File: src/rtl/fsr_pkg.sv
package fsr_pkg;
    typedef enum logic [1:0] {
        ST_RUN       = 2'd0,
        ST_HOLD_WAIT = 2'd1,
        ST_HOLD_MET  = 2'd2
    } hold_st_e;

    localparam logic [1:0] SZ_BYTE = 2'b00;
    localparam logic [1:0] SZ_WORD = 2'b01;
endpackage

File: src/rtl/fsr_wr_decode.sv
module fsr_wr_decode
    import fsr_pkg::*;
#(
    parameter logic [7:0] KEY = 8'hCC
) (
    input  logic       wr,
    input  logic       sel,
    input  logic       mem_en,
    input  logic [1:0] size,
    input  logic [7:0] key_byte,
    input  logic       data_bit,
    output logic       set_req,
    output logic       clr_req
);
    logic accept;

    always_comb begin
        accept  = wr && sel && mem_en && (size == SZ_WORD) && (key_byte == KEY);
        set_req = accept && data_bit;
        clr_req = accept && !data_bit;
    end
endmodule

File: src/rtl/fsr_hold_fsm.sv
module fsr_hold_fsm
    import fsr_pkg::*;
#(
    parameter int MIN_HOLD = 16
) (
    input  logic clk,
    input  logic rst_n,
    input  logic set_req,
    input  logic clr_req,
    output logic rst_bit,
    output logic hold_done,
    output logic hold_viol
);
    localparam int CW = (MIN_HOLD > 1) ? $clog2(MIN_HOLD) : 1;
    localparam logic [CW-1:0] LAST = CW'(MIN_HOLD - 1);

    hold_st_e      state_q, state_d;
    logic [CW-1:0] cnt_q, cnt_d;
    logic          viol_q, viol_d;

    always_ff @(posedge clk or negedge rst_n) begin
        if (!rst_n) begin
            state_q <= ST_RUN;
            cnt_q   <= '0;
            viol_q  <= 1'b0;
        end else begin
            state_q <= state_d;
            cnt_q   <= cnt_d;
            viol_q  <= viol_d;
        end
    end

    always_comb begin
        state_d = state_q;
        cnt_d   = cnt_q;
        viol_d  = viol_q;
        unique case (state_q)
            ST_RUN: begin
                if (set_req) begin
                    state_d = ST_HOLD_WAIT;
                    cnt_d   = '0;
                    viol_d  = 1'b0;
                end
            end
            ST_HOLD_WAIT: begin
                if (clr_req) begin
                    state_d = ST_RUN;
                    viol_d  = (cnt_q != LAST);
                end else if (cnt_q == LAST) begin
                    state_d = ST_HOLD_MET;
                end else begin
                    cnt_d = cnt_q + CW'(1);
                end
            end
            ST_HOLD_MET: begin
                if (clr_req) state_d = ST_RUN;
            end
            default: state_d = ST_RUN;
        endcase
    end

    always_comb begin
        rst_bit   = (state_q != ST_RUN);
        hold_done = (state_q == ST_HOLD_MET);
        hold_viol = viol_q;
    end

    AST_DONE_NEEDS_RST: assert property (@(posedge clk) disable iff (!rst_n)
        hold_done |-> rst_bit);
    AST_LATE_RELEASE_OK: assert property (@(posedge clk) disable iff (!rst_n)
        ($fell(rst_bit) && $past(hold_done)) |-> !hold_viol);
endmodule

File: src/rtl/fsr_rd_path.sv
module fsr_rd_path #(
    parameter int DW = 16
) (
    input  logic          clk,
    input  logic          rst_n,
    input  logic          reg_rd,
    input  logic          mem_en,
    input  logic          rst_bit,
    input  logic          fl_rd_req,
    input  logic [DW-1:0] fl_rdata_in,
    output logic [DW-1:0] reg_rdata,
    output logic          fl_rd_valid,
    output logic [DW-1:0] fl_rdata,
    output logic          fl_rd_err
);
    always_ff @(posedge clk or negedge rst_n) begin
        if (!rst_n) begin
            reg_rdata   <= '0;
            fl_rd_valid <= 1'b0;
            fl_rdata    <= '0;
            fl_rd_err   <= 1'b0;
        end else begin
            reg_rdata   <= (reg_rd && mem_en) ? {{(DW-1){1'b0}}, rst_bit} : '0;
            fl_rd_valid <= fl_rd_req;
            fl_rdata    <= (fl_rd_req && !rst_bit) ? fl_rdata_in : '0;
            fl_rd_err   <= fl_rd_req && rst_bit;
        end
    end

    AST_RSVD_ZERO: assert property (@(posedge clk) disable iff (!rst_n)
        reg_rdata[DW-1:1] == '0);
    AST_BLOCKED_READ: assert property (@(posedge clk) disable iff (!rst_n)
        (fl_rd_req && rst_bit) |=> (fl_rd_err && fl_rdata == '0));
endmodule

File: src/rtl/flash_seq_reset_ctl.sv
module flash_seq_reset_ctl
    import fsr_pkg::*;
#(
    parameter logic [7:0] KEY      = 8'hCC,
    parameter int         MIN_HOLD = 16
) (
    input  logic        clk,
    input  logic        rst_n,
    input  logic        mem_en,
    input  logic        reg_wr,
    input  logic        reg_rd,
    input  logic        reg_sel,
    input  logic [1:0]  reg_size,
    input  logic [15:0] reg_wdata,
    output logic [15:0] reg_rdata,
    input  logic        fl_rd_req,
    input  logic [15:0] fl_rdata_in,
    output logic        fl_rd_valid,
    output logic [15:0] fl_rdata,
    output logic        fl_rd_err,
    output logic        seq_rst,
    output logic        hold_done,
    output logic        hold_viol
);
    logic set_req, clr_req, rst_bit;
    logic unused_rsvd;

    assign unused_rsvd = ^reg_wdata[7:1];

    fsr_wr_decode #(.KEY(KEY)) u_dec (
        .wr      (reg_wr),
        .sel     (reg_sel),
        .mem_en  (mem_en),
        .size    (reg_size),
        .key_byte(reg_wdata[15:8]),
        .data_bit(reg_wdata[0]),
        .set_req (set_req),
        .clr_req (clr_req)
    );

    fsr_hold_fsm #(.MIN_HOLD(MIN_HOLD)) u_fsm (
        .clk      (clk),
        .rst_n    (rst_n),
        .set_req  (set_req),
        .clr_req  (clr_req),
        .rst_bit  (rst_bit),
        .hold_done(hold_done),
        .hold_viol(hold_viol)
    );

    fsr_rd_path #(.DW(16)) u_rd (
        .clk        (clk),
        .rst_n      (rst_n),
        .reg_rd     (reg_rd && reg_sel),
        .mem_en     (mem_en),
        .rst_bit    (rst_bit),
        .fl_rd_req  (fl_rd_req),
        .fl_rdata_in(fl_rdata_in),
        .reg_rdata  (reg_rdata),
        .fl_rd_valid(fl_rd_valid),
        .fl_rdata   (fl_rdata),
        .fl_rd_err  (fl_rd_err)
    );

    assign seq_rst = rst_bit;

    AST_BADKEY_STABLE: assert property (@(posedge clk) disable iff (!rst_n)
        (reg_wr && reg_sel && (reg_size != SZ_WORD || reg_wdata[15:8] != KEY))
        |=> $stable(seq_rst));
    AST_MEMOFF_STABLE: assert property (@(posedge clk) disable iff (!rst_n)
        !mem_en |=> $stable(seq_rst));
    AST_MEMOFF_READ_ZERO: assert property (@(posedge clk) disable iff (!rst_n)
        (reg_rd && reg_sel && !mem_en) |=> (reg_rdata == 16'h0000));
endmodule

File: config.mk
export PLATFORM = sky130hd
export DESIGN_NAME = flash_seq_reset_ctl
export DESIGN_NICKNAME = d
export VERILOG_FILES = /design/src/rtl/fsr_pkg.sv /design/src/rtl/fsr_wr_decode.sv /design/src/rtl/fsr_hold_fsm.sv /design/src/rtl/fsr_rd_path.sv /design/src/rtl/flash_seq_reset_ctl.sv
export SDC_FILE = /design/constraint.sdc
export NUM_CORES = 1
export LEC_CHECK = 0
export ABC_AREA = 1
export CAP_MARGIN = 20
export CORE_UTILIZATION = 26
export DETAILED_ROUTE_END_ITERATION = 16
export DONT_BUFFER_PORTS = 1
export PLACE_DENSITY = 0.51
export SETUP_SLACK_MARGIN = 0.02
export SYNTH_ARGS = -nofsm -noshare
export SYNTH_HDL_FRONTEND = slang
export SYNTH_HIERARCHICAL = 1
export SYNTH_SLANG_ARGS = --single-unit
File: constraint.sdc
create_clock -name clk -period 1.2 [get_ports clk]
set_clock_uncertainty 0.1 [all_clocks]
set_input_delay 0.18 -clock clk [delete_from_list [all_inputs] [get_ports clk]]
set_output_delay 0.18 -clock clk [all_outputs]
set_load 0.005 [all_outputs]
==> summary.md <==
| Metric | Value |
|---|---|
| Status | finished, violations left |
| Failing checks | setup timing |
| Reg2Reg Depth | 7 |
| Fmax | 770 MHz |
| Syn Inst Count | 150 |
| Switching share of power | 22.8% |
| Hold_ws | 3.79 ps |
| Overall power | 1.93 mW |
| Initial drt markers | 24 |
| First-pass GRT wire length | 4.04 mm |
| Cell Int Power | 1.49 mW |
| Area of the die | 0.00514 sq mm |
| Count of cell types in the netlist | 17 |
| Hold Path Class | primary input to register |
| PD cells | ~1100 mW/mm^2 |
| GR Util All Layers | between 10% and 20% |
| Synth area leader | dfrtp_1 |
| Total CTS buffers | 3 |
| Clock-pin slew on the worst setup and hold paths | 90 ps |
| Std-Cell Rows | 24 |
| Placed Cells incl. Taps | 207 |
| Diodes inserted | 0 |
| YS warnings | 6 |
| VDD IR max | roughly 0.48 mV |
| CP startpoint kind | register |
| Die height | 71.7 microns |
| Initial antenna violation count | 0 |
| H-tree depth | 1 |
| Initial Util | ~28% |
| Fin cells | 237 |
| Area growth, synth to finish | 34.9% |
| Post-Syn Area | around 0.0013 sq mm |
| Unrepaired setup endpoints after global routing | yes |
| Die width | 71.7 microns |
| Clock latency on the worst-skew pair | around 270 ps |
| Max-cap violations | 0 |
| Boundary Pins | about 80 |
| Sequential fraction of the synthesis area | around half |
| Min Tclk post-route | roughly 1300 ps |
| RePlAce Congestion | 0.745 |
| Crit path max fanout | 5 |
| Port-buffer cells | 0 |
| Final setup viols | 6 |
| CP Data Required Time | about 900 ps |
| Final hold vios | 0 |
| CTS tree | done |
| Net Sw Power | 440 uW |
| Combinational share of power | a little over an eighth |
| Dpl hpwl | roughly 1.7 mm |
| Via count | between 900 and 1000 |
| Seq pwr share | about half |
| Worst setup margin | -99.2 ps |
| Clock sink count | 26 |
| Final wirelength | 2.46 mm |
| Fraction of layout cells with a size suffix above 1 | 24.9% |
| Nets | 228 |
| Post-route clock period utilization | 108% |
| Data arrival time of the critical path | 1020 ps |
| GRT overflow | 0 |
| Clock power share | between 30% and 40% |
| Fin. max-slew vios | 0 |
| Vias in the first global route | 914 |
| Setup crit end kind | output port |
| Largest net degree at the start of global routing | 27 |
| Seq cells post-synth | 26 |
| # DRC | 0 |
| Post-synth EDFFs | 0 |
| Post-route ant nets | 0 |
| WHS Path Cells | 2 |
| Top_reg_cell synth | dfrtp_1 |
| Drt first pass iters | 6 |
| Post-synth top area share | 51.5% |
| Core outline area | 0.00450 sq mm |
| Async SR Flop Fraction | 100% |
| Syn avg cell area | 8.42 sq um |
| Drt via density | 3.94 |
| Pleak | 0.901 nW |
| Largest cells by area after synthesis | dfrtp_1 (52%), buf_4 (8.9%), inv_1 (8.6%) |
| Root buffer cell | clkbuf_8 |
| CTS max path bufs | 2 |
| Kind of critical path | register to output port |
| Routed len/inst | 10.4 microns |
| Commonest cells in the synthesized netlist | inv_1 (29), nand2_1 (29), dfrtp_1 (26) |
## per-layer routing
| metal | up-vias | part of all wire (%) | track usage [%] |
|---|---|---|---|
| li1 | 466 | - | - |
| met1 | 424 | 45 | 12.1 |
| met2 | 39 | 49 | 17.8 |
| met3 | 4 | 6.4 | 3.80 |
| met4 | 0 | 0.24 | 3.27 |
| met5 | - | 0 | 0 |
## registers in the layout (all words and copies together) (netlist names)
| signal | flops |
|---|---|
| u_fsm/cnt_q | 4 |
| u_rd/fl_rdata | 16 |
| u_rd/fl_rd_err | 1 |
| u_rd/fl_rd_valid | 1 |
| u_fsm/hold_viol | 1 |
| u_rd/reg_rdata | 1 |
| u_fsm/state_q | 2 |
## critical path: stages, from the launching register on
cell     delay [ps]
dfrtp_1         410
buf_6           150
nor2_4          100
buf_6           100
## final timing paths
kind                                  start               end  slack [ps]
hold reg to reg             u_fsm/hold_viol   u_fsm/hold_viol         420
setup reg to reg             u_fsm/cnt_q[1]    u_fsm/cnt_q[0]         -40
max in group asynchronous             rst_n    u_fsm/cnt_q[1]         610
hold / removal                    fl_rd_req  u_rd/fl_rdata[4]           4
setup / recovery           u_fsm/state_q[0]         hold_done        -100
min in group asynchronous             rst_n    u_fsm/cnt_q[3]         240
## through the flow
step                util [%]  setup TNS (ps)  setup WS, ps  area (sq um)
global route            37.8           -1130          -157          1700
CTS                     37.1            -426         -97.9          1670
global placement        29.3            -340         -77.7          1320
floorplan                  -               0          25.6          1330
detailed placement      29.3            -407         -91.8          1320
finish                  37.8            -320         -99.2          1700
## cells by family (layout without fill, tap and decap cells)
kind of cell               Yosys count  after routing  share of synthesized area, %
AOI/OAI and AO/OA                    4              4                          2.18
xor gates and xnor gates             1              1                         0.694
adders and majority gates            1              1                         0.991
buffers and inverters               48             69                          19.3
DFF                                 26             26                          51.5
other                                1             15                         0.297
and+or+nand+nor                     69             69                          25.0
## area by class of cell
type                            count  area (sq um)
Fill cell                         464          2800
Sequential cell                    26           651
Multi-Input combinational cell     90           472
Timing Repair Buffer               33           324
Inverter                           32           120
Tap cell                           52          65.1
Clock buffer                        3          41.3
Clock inverter                      1          30.0
## layout by cell type (no fill, tap or decap), types with 4 or more instances in the layout
cell / count
buf_4: 8
conb_1: 15
dfrtp_1: 26
dlygate4sd3_1: 21
inv_1: 26
inv_2: 6
nand2_1: 26
nand3_1: 4
nor2_1: 18
nor2_2: 13
## power by group through the flow
stage                     clock [mW]  sequential [mW]  combinational, mW
final                          0.725            0.954              0.251
after global routing           0.785            0.961              0.280
after CTS                      0.755            0.955              0.244
after detailed placement           0            0.973              0.133
after global placement             0            0.974              0.129
after floorplan                    0            0.963              0.144
## repair_timing
action	CTS	global route
hold endpoints to repair	45	0
setup buffers	4	1
endpoints found under the setup margin	23	25
gates resized for setup	9	7
pin swaps	7	2
hold buffers	22	0
No activity file was read; power rests on OpenSTA's default activity.
